**src/rtl/lsq_ord_pkg.sv**
```systemverilog
package lsq_ord_pkg;

  // Per-entry status bits.
  typedef struct packed {
    logic valid;   // slot holds a load
    logic addr_ok; // line address known
    logic done;    // data has returned
    logic pviol;   // possible ordering violation
    logic ext;     // hit by an invalidation after completion
    logic fault;   // re-execute pending
  } ent_flags_t;

  typedef enum logic [1:0] {
    CMT_IDLE   = 2'd0,
    CMT_RETIRE = 2'd1,
    CMT_SQUASH = 2'd2
  } cmt_t;

endpackage

```
**src/rtl/lsq_ord_ptrs.sv**
```systemverilog
module lsq_ord_ptrs #(
  parameter int DEPTH = 8,
  localparam int IDX_W = $clog2(DEPTH),
  localparam int CNT_W = IDX_W + 1
) (
  input  logic             clk,
  input  logic             rst_n,
  input  logic             alloc_go,
  input  logic             retire_go,
  input  logic             squash_go,
  output logic [IDX_W-1:0] head,
  output logic [IDX_W-1:0] tail,
  output logic             full,
  output logic             empty
);

  localparam logic [CNT_W-1:0] CNT_FULL = CNT_W'(DEPTH);

  logic [IDX_W-1:0] head_q, head_n, tail_q, tail_n;
  logic [CNT_W-1:0] cnt_q, cnt_n;
  logic             upd;

  always_comb begin
    head_n = head_q;
    tail_n = tail_q;
    cnt_n  = cnt_q;
    if (squash_go) begin
      // faulting head and everything younger goes; tail rewinds to it
      tail_n = head_q;
      cnt_n  = '0;
    end else begin
      if (alloc_go)  tail_n = tail_q + IDX_W'(1);
      if (retire_go) head_n = head_q + IDX_W'(1);
      cnt_n = cnt_q + CNT_W'(alloc_go) - CNT_W'(retire_go);
    end
  end

  assign upd = alloc_go | retire_go | squash_go;

  always_ff @(posedge clk or negedge rst_n) begin
    if (!rst_n) begin
      head_q <= '0;
      tail_q <= '0;
      cnt_q  <= '0;
    end else if (upd) begin
      head_q <= head_n;
      tail_q <= tail_n;
      cnt_q  <= cnt_n;
    end
  end

  assign head  = head_q;
  assign tail  = tail_q;
  assign full  = (cnt_q == CNT_FULL);
  assign empty = (cnt_q == '0);

endmodule

```
**src/rtl/lsq_ord_cmp.sv**
```systemverilog
module lsq_ord_cmp #(
  parameter int DEPTH  = 8,
  parameter int LINE_W = 26
) (
  input  logic [LINE_W-1:0] lines [DEPTH],
  input  logic [LINE_W-1:0] probe,
  output logic [DEPTH-1:0]  hit
);

  for (genvar g = 0; g < DEPTH; g++) begin : g_cmp
    assign hit[g] = (lines[g] == probe);
  end

endmodule

```
**src/rtl/lsq_ord_younger.sv**
```systemverilog
module lsq_ord_younger #(
  parameter int DEPTH = 8,
  localparam int IDX_W = $clog2(DEPTH)
) (
  input  logic [IDX_W-1:0] head,
  input  logic [IDX_W-1:0] ref_idx,
  output logic [DEPTH-1:0] younger
);

  // Age is distance from the head; DEPTH must be a power of two.
  logic [IDX_W-1:0] ref_age;
  assign ref_age = ref_idx - head;

  for (genvar g = 0; g < DEPTH; g++) begin : g_age
    logic [IDX_W-1:0] ent_age;
    assign ent_age    = IDX_W'(g) - head;
    assign younger[g] = (ent_age > ref_age);
  end

endmodule

```
**src/rtl/lsq_order_guard.sv**
```systemverilog
module lsq_order_guard #(
  parameter int DEPTH    = 8,
  parameter int ADDR_W   = 32,
  parameter int LINE_OFF = 6,
  localparam int IDX_W   = $clog2(DEPTH),
  localparam int LINE_W  = ADDR_W - LINE_OFF
) (
  input  logic              clk,
  input  logic              rst_n,
  input  logic              alloc_i,
  output logic              alloc_ready_o,
  output logic [IDX_W-1:0]  alloc_idx_o,
  input  logic              resolve_i,
  input  logic [IDX_W-1:0]  resolve_idx_i,
  input  logic [ADDR_W-1:0] resolve_addr_i,
  input  logic              resp_i,
  input  logic [IDX_W-1:0]  resp_idx_i,
  input  logic              resp_inv_i,
  input  logic              snoop_i,
  input  logic [ADDR_W-1:0] snoop_addr_i,
  input  logic              commit_i,
  output logic              wb_valid_o,
  output logic              wb_suppr_o,
  output logic              retire_o,
  output logic              squash_o,
  output logic [IDX_W-1:0]  squash_idx_o,
  output logic [IDX_W-1:0]  head_idx_o,
  output logic              empty_o
);

  import lsq_ord_pkg::*;

  ent_flags_t        flg_q [DEPTH];
  ent_flags_t        flg_n [DEPTH];
  logic [LINE_W-1:0] line_q [DEPTH];

  logic [IDX_W-1:0]  head, tail;
  logic              full, empty;
  logic              alloc_go;
  cmt_t              cmt;

  logic [LINE_W-1:0] res_line, snp_line, inv_line;
  logic [DEPTH-1:0]  hit_res, hit_snp, hit_inv, young_res;
  logic              res_ok, resp_ok, inv_ok;

  assign res_line = resolve_addr_i[ADDR_W-1:LINE_OFF];
  assign snp_line = snoop_addr_i[ADDR_W-1:LINE_OFF];
  assign inv_line = line_q[resp_idx_i];

  lsq_ord_ptrs #(.DEPTH(DEPTH)) u_ptrs (
    .clk       (clk),
    .rst_n     (rst_n),
    .alloc_go  (alloc_go),
    .retire_go (cmt == CMT_RETIRE),
    .squash_go (cmt == CMT_SQUASH),
    .head      (head),
    .tail      (tail),
    .full      (full),
    .empty     (empty)
  );

  lsq_ord_cmp #(.DEPTH(DEPTH), .LINE_W(LINE_W)) u_cmp_res (
    .lines (line_q), .probe (res_line), .hit (hit_res)
  );

  lsq_ord_cmp #(.DEPTH(DEPTH), .LINE_W(LINE_W)) u_cmp_snp (
    .lines (line_q), .probe (snp_line), .hit (hit_snp)
  );

  lsq_ord_cmp #(.DEPTH(DEPTH), .LINE_W(LINE_W)) u_cmp_inv (
    .lines (line_q), .probe (inv_line), .hit (hit_inv)
  );

  lsq_ord_younger #(.DEPTH(DEPTH)) u_young (
    .head    (head),
    .ref_idx (resolve_idx_i),
    .younger (young_res)
  );

  // Commit decision on the registered head entry.
  always_comb begin
    cmt = CMT_IDLE;
    if (commit_i && !empty && flg_q[head].valid && flg_q[head].done)
      cmt = flg_q[head].fault ? CMT_SQUASH : CMT_RETIRE;
  end

  assign alloc_ready_o = !full && (cmt != CMT_SQUASH);
  assign alloc_go      = alloc_i && alloc_ready_o;

  assign res_ok  = resolve_i && flg_q[resolve_idx_i].valid;
  assign resp_ok = resp_i && flg_q[resp_idx_i].valid;
  assign inv_ok  = resp_ok && resp_inv_i && flg_q[resp_idx_i].addr_ok;

  // A pending fault blocks the writeback and survives it.
  assign wb_valid_o = resp_ok && !flg_q[resp_idx_i].fault;
  assign wb_suppr_o = resp_ok &&  flg_q[resp_idx_i].fault;

  // Next state: resolve, then data return, then the invalidate carried
  // by that return, then the external invalidation, then commit/alloc.
  always_comb begin
    for (int i = 0; i < DEPTH; i++) flg_n[i] = flg_q[i];

    if (res_ok) begin
      flg_n[resolve_idx_i].addr_ok = 1'b1;
      for (int j = 0; j < DEPTH; j++) begin
        if (young_res[j] && hit_res[j] && flg_q[j].valid &&
            flg_q[j].addr_ok && flg_q[j].done) begin
          if (flg_q[j].ext) flg_n[j].fault = 1'b1;
          else              flg_n[j].pviol = 1'b1;
        end
      end
    end

    if (resp_ok) begin
      flg_n[resp_idx_i].done = 1'b1;
      if (resp_inv_i) flg_n[resp_idx_i].ext = 1'b1;
    end

    if (inv_ok) begin
      for (int j = 0; j < DEPTH; j++) begin
        if (hit_inv[j] && flg_q[j].valid && flg_q[j].addr_ok) begin
          if (flg_n[j].done)  flg_n[j].ext   = 1'b1;
          if (flg_n[j].pviol) flg_n[j].fault = 1'b1;
        end
      end
    end

    if (snoop_i) begin
      for (int j = 0; j < DEPTH; j++) begin
        if (hit_snp[j] && flg_q[j].valid && flg_q[j].addr_ok) begin
          if (flg_n[j].done)  flg_n[j].ext   = 1'b1;
          if (flg_n[j].pviol) flg_n[j].fault = 1'b1;
        end
      end
    end

    if (cmt == CMT_RETIRE) flg_n[head] = '0;
    if (cmt == CMT_SQUASH) begin
      for (int i = 0; i < DEPTH; i++) flg_n[i] = '0;
    end

    if (alloc_go) begin
      flg_n[tail]       = '0;
      flg_n[tail].valid = 1'b1;
    end
  end

  always_ff @(posedge clk or negedge rst_n) begin
    if (!rst_n) begin
      for (int i = 0; i < DEPTH; i++) flg_q[i] <= '0;
    end else begin
      for (int i = 0; i < DEPTH; i++) flg_q[i] <= flg_n[i];
    end
  end

  // Line tags: datapath only, loaded when the address resolves.
  for (genvar g = 0; g < DEPTH; g++) begin : g_line
    logic line_en;
    assign line_en = res_ok && (resolve_idx_i == IDX_W'(g));
    always_ff @(posedge clk) begin
      if (line_en) line_q[g] <= res_line;
    end
  end

  assign alloc_idx_o  = tail;
  assign retire_o     = (cmt == CMT_RETIRE);
  assign squash_o     = (cmt == CMT_SQUASH);
  assign squash_idx_o = head;
  assign head_idx_o   = head;
  assign empty_o      = empty;

endmodule

```
**config.mk**
```make
export PLATFORM = sky130hd
export DESIGN_NAME = lsq_order_guard
export DESIGN_NICKNAME = d
export VERILOG_FILES = /design/src/rtl/lsq_ord_pkg.sv /design/src/rtl/lsq_ord_ptrs.sv /design/src/rtl/lsq_ord_cmp.sv /design/src/rtl/lsq_ord_younger.sv /design/src/rtl/lsq_order_guard.sv
export SDC_FILE = /design/constraint.sdc
export NUM_CORES = 1
export LEC_CHECK = 0
export BUFFER_PORTS_ARGS = -buffer_cell sky130_fd_sc_hd__buf_2
export CAP_MARGIN = 20
export CORE_ASPECT_RATIO = 0.6
export CORE_UTILIZATION = 45
export DETAILED_ROUTE_END_ITERATION = 12
export GPL_TIMING_DRIVEN = 0
export PLACE_DENSITY_LB_ADDON = 0.05
export SLEW_MARGIN = 20
export SYNTH_ARGS = -nofsm -noshare
export SYNTH_HDL_FRONTEND = slang
export SYNTH_SLANG_ARGS = --single-unit
```
**constraint.sdc**
```tcl
create_clock -name clk -period 9.55 [get_ports clk]
set_clock_uncertainty 0.05 [all_clocks]
set_input_delay 0.955 -clock clk [delete_from_list [all_inputs] [get_ports clk]]
set_output_delay 0.955 -clock clk [all_outputs]
set_load 0.005 [all_outputs]
```
==> results <==
- The final hold violation count is 0.
- The setup-violating endpoint count in the final report is 0.
- The layout net count is ~1.9k.
- The class of the most critical setup path is in2reg.
- The worst register-to-register path has a depth of 7.
- The H-tree depth is 1.
- The class of the worst hold path is in2async.
- The post-synthesis average cell area is 11.1 um^2.
- After clock tree synthesis, the clock-pin slew on the worst setup and hold paths is 70 ps.
- TritonCTS built the clock tree.
- The root cell of the clock tree is sky130_fd_sc_hd__clkbuf_16.
- The total area inside the core boundary comes to about 42,000 um^2.
- The data arrival time of the worst path is 5900 ps.
- The clock network latency to the later pin of the worst-skew pair is 600 ps.
- The wire length of the first global-routing pass is 143,000 um.
- The number of antenna-violating nets in the routed design is 0.
- In the final timing run, aggregate negative setup slack is 0 ps.
- The detailed-route DRC error count is 0.
- Setup repair after global routing left no endpoint under its margin.
- The mean number of vias per cell is 7.02.
- In this run the worst setup path begins at resp_idx_i[1].
- The count of cell types in the netlist is just over 70.
- During placement, the flow inserted port buffers numbering 51.
- The tool flagged a number of max-cap violations equal to 0.
- The aggregate routed wire length is 110,000 um.
- The overall routing resource usage is 0.507.
- At the end of the flow the core is filled with cells to 0.512.
- For this run the aggregate overflow at the end of global routing stands at 0.
- The total number of placement rows is 58.
- Measured against its own limit, the worst slew margin works out to 0.101.
- The shortest clock period the worst path allows after layout is 5430 ps.
- The number of setup buffers added after CTS is 0.
- The reg-to-reg endpoint is flg_q[0]$_DFF_PN0_.
- The initial utilization of the core area, before any placement, comes to 0.456.
- In the final layout, the share of cells above drive strength 1 is 0.123.
- The area of the mapped netlist is 19,100 um^2.
- The run finished with clean final reports.
- Counting every instance in the synthesized netlist gives 1,724.
- Of the synthesized area, sequential elements account for 0.403.
- The buffer depth of the longest clock path is 3.
- The leakage power of the design is 7.64 nW.
- The critical-path maximum fanout is 10.
- The destination of the critical timing path is flg_q[7]$_DFF_PN0_.
- The slew at the pin closest to its max-slew limit is 1340 ps.
- The most used flip-flop cell after synthesis is sky130_fd_sc_hd__edfxtp_1.
- The area growth from synthesis to layout is 12.3%.
- The die covers between 40,000 and 50,000 um^2.
- The power density over the cells is 200 nW/um^2.
- The register bit total from synthesis is around 270.
- After the first detailed-routing iteration, the DRC count stood at 3,873.
- The CTS sink count is about 270.
- The filler-free cell count of the finished design is 2,430.
- The number of warnings issued by yosys is 0.
- Of the available clock period, the critical path in the final layout requires 0.569.
- Buffers inserted during clock tree synthesis total 29.
- The number of flops mapped to enable cells by yosys is between 200 and 250.
- The total iterations of the first detailed-routing run is 7.
- The fmax is between 150 and 200 MHz.
- After legalization and detailed placement, the total HPWL measured slightly below 90,000 um.
- The routed length per placed instance is 45.4 um.
- The routability congestion estimate from global placement is ~1.1.
- The number of vias after detailed routing is 17.1k.
- The number of fill cells is 3,792.
- The number of hold-repair buffers added at the cts stage is 0.
- Entering global routing, the biggest net connects 59 pins.
- The cell count after placement is 2,371.
- STA classifies the critical path startpoint as an input pin.
- The via count of the first global-routing pass was 15.4k.
- The maximum ir drop on the vdd rail is around 0.16 mV.
- The final number of max-transition violations is 0.
- Synthesis produced a netlist with a net count of 1,825.
- Of all flip-flops after synthesis, the portion carrying an async set or reset was 0.218.
- The initial antenna violation count is 4.
- In this run the critical register-to-register path is launched from line_q[7]$_DFFE_PP_.
- The worst reg-to-reg setup slack is 4800 ps.
- The kind of end point of the critical path is a flip-flop.
- In this run the horizontal extent of the chip is 268 um.
- The total power is roughly 4.3 mW.
- The die span in y is roughly 160 um.
- 93 I/O pins were placed.
- The number of gates resized after CTS was 0.
- Data on the critical path is required at its endpoint by 10,010 ps.
-- state kept, by name, indices dropped and copies added (netlist names) --
| register | cells |
|---|---|
| line_q | 208 |
| flg_q | 48 |
| u_ptrs.cnt_q | 4 |
| u_ptrs.head | 3 |
| u_ptrs.tail | 3 |
-- worst min-delay path by stage --
| stage | start | endpoint | slack (ps) | depth (start not counted) |
|---|---|---|---|---|
| final | rst_n | flg_q[32]$_DFF_PN0_ | 380 | 1 |
| after global routing | rst_n | flg_q[32]$_DFF_PN0_ | 450 | 1 |
| after CTS | rst_n | flg_q[32]$_DFF_PN0_ | 410 | 1 |
| after detailed placement | flg_q[8]$_DFF_PN0_ | flg_q[8]$_DFF_PN0_ | 440 | 1 |
| after global placement | flg_q[2]$_DFF_PN0_ | flg_q[2]$_DFF_PN0_ | 430 | 2 |
| after floorplan | flg_q[2]$_DFF_PN0_ | flg_q[2]$_DFF_PN0_ | 410 | 2 |
-- layer usage --
metal | global-route usage | wire [um] | vias up
li1 | - | - | 6479
met5 | 0.155 | 823 | -
met3 | 0.375 | 23800 | 264
met4 | 0.130 | 4030 | 16
met1 | 0.694 | 43900 | 8608
met2 | 0.594 | 37800 | 1702
-- cells in the final DEF (no fill, tap or decap), types with 29 or more instances in the layout --
cell,instances
sky130_fd_sc_hd__a21oi_1,50
sky130_fd_sc_hd__buf_2,69
sky130_fd_sc_hd__clkbuf_1,64
sky130_fd_sc_hd__clkbuf_16,29
sky130_fd_sc_hd__dfrtp_1,58
sky130_fd_sc_hd__edfxtp_1,208
sky130_fd_sc_hd__inv_1,30
sky130_fd_sc_hd__mux2i_1,55
sky130_fd_sc_hd__mux4_2,33
sky130_fd_sc_hd__nand2_1,54
sky130_fd_sc_hd__nand3_1,51
sky130_fd_sc_hd__nand4_1,85
sky130_fd_sc_hd__nor2_1,45
sky130_fd_sc_hd__nor4_1,82
sky130_fd_sc_hd__xnor2_1,235
sky130_fd_sc_hd__xor2_1,387
-- where the power goes --
group / internal, mW / total (mW) / switching [mW] / leakage, nW
sequential: 1.36 / 1.58 / 0.220 / 2.62
combinational: 0.494 / 1.53 / 1.03 / 4.57
clock: 0.664 / 1.19 / 0.526 / 0.455
total: 2.52 / 4.30 / 1.78 / 7.64
-- cells in the mapped netlist, types with 7 or more instances --
library cell               instances  area, um^2
sky130_fd_sc_hd__o21a_1           13        97.6
sky130_fd_sc_hd__o21ai_0          12        60.1
sky130_fd_sc_hd__a31oi_1           7        43.8
sky130_fd_sc_hd__nand3_1          51         255
sky130_fd_sc_hd__a22oi_1          17         128
sky130_fd_sc_hd__edfxtp_1        208        6250
sky130_fd_sc_hd__nor2_1           49         184
sky130_fd_sc_hd__dfrtp_1          58        1450
sky130_fd_sc_hd__buf_2            18        90.1
sky130_fd_sc_hd__ha_1             21         263
sky130_fd_sc_hd__a21oi_1          50         250
sky130_fd_sc_hd__nand4_1          85         532
sky130_fd_sc_hd__xor2_1          387        3390
sky130_fd_sc_hd__a211oi_1          8        60.1
sky130_fd_sc_hd__nor3_1           23         115
sky130_fd_sc_hd__mux4_2           33         743
sky130_fd_sc_hd__clkbuf_1         63         236
sky130_fd_sc_hd__nand2_1          54         203
sky130_fd_sc_hd__xnor2_1         236        2070
sky130_fd_sc_hd__nor2b_1          16         100
sky130_fd_sc_hd__nand2b_1          7        43.8
sky130_fd_sc_hd__and2_1            8        50.1
sky130_fd_sc_hd__mux2i_1          55         551
sky130_fd_sc_hd__mux2i_4          11         248
sky130_fd_sc_hd__o22ai_1           7        43.8
sky130_fd_sc_hd__nor4_1           90         563
sky130_fd_sc_hd__o31ai_1           8        60.1
sky130_fd_sc_hd__inv_1            30         113
-- cell type report --
| type | instances | area, um^2 | area share |
|---|---|---|---|
| multi-input cells | 1334 | 11000 | 0.511 |
| clock inverters | 21 | 214 | 0.00998 |
| inverters | 31 | 116 | 0.00543 |
| repair buffers | 77 | 551 | 0.0257 |
| diodes | 5 | 12.5 | 0.000584 |
| flip-flops and latches | 266 | 7700 | 0.359 |
| clock buffers | 33 | 741 | 0.0346 |
| well taps | 570 | 713 | 0.0333 |
| plain buffers | 93 | 430 | 0.0201 |
-- stage by stage --
stage          hold WS, ps  cell area (um^2)  setup WS, ps
2_1_floorplan          413             19100          4890
3_3_place_gp           432             20100          1310
3_5_place_dp           439             20500          4070
4_1_cts                415             21400          4660
5_1_grt                448             21400          4320
6_report               379             21400          4120
-- cells by family (layout without fill, tap and decap cells) --
group / Yosys count / count (layout) / synth area share
mux: 105 / 105 / 0.0852
flops: 266 / 266 / 0.403
compound gates: 176 / 176 / 0.0641
buf+inv: 124 / 255 / 0.0285
simple gates: 407 / 407 / 0.117
xor+xnor: 623 / 623 / 0.286
fa+ha+maj: 23 / 23 / 0.0159
other cells: 0 / 5 / 0
-- critical path: stages --
cell                       delay (ps)
sky130_fd_sc_hd__buf_2            160
sky130_fd_sc_hd__buf_2            400
sky130_fd_sc_hd__nor2b_1          240
sky130_fd_sc_hd__clkbuf_1         920
sky130_fd_sc_hd__a22oi_1          320
sky130_fd_sc_hd__nand2_1          510
sky130_fd_sc_hd__xor2_1           720
sky130_fd_sc_hd__nand4_1          180
sky130_fd_sc_hd__nor4_1           940
sky130_fd_sc_hd__nand4_1          300
sky130_fd_sc_hd__a21oi_1          230
(Power assumes the default switching activity.)
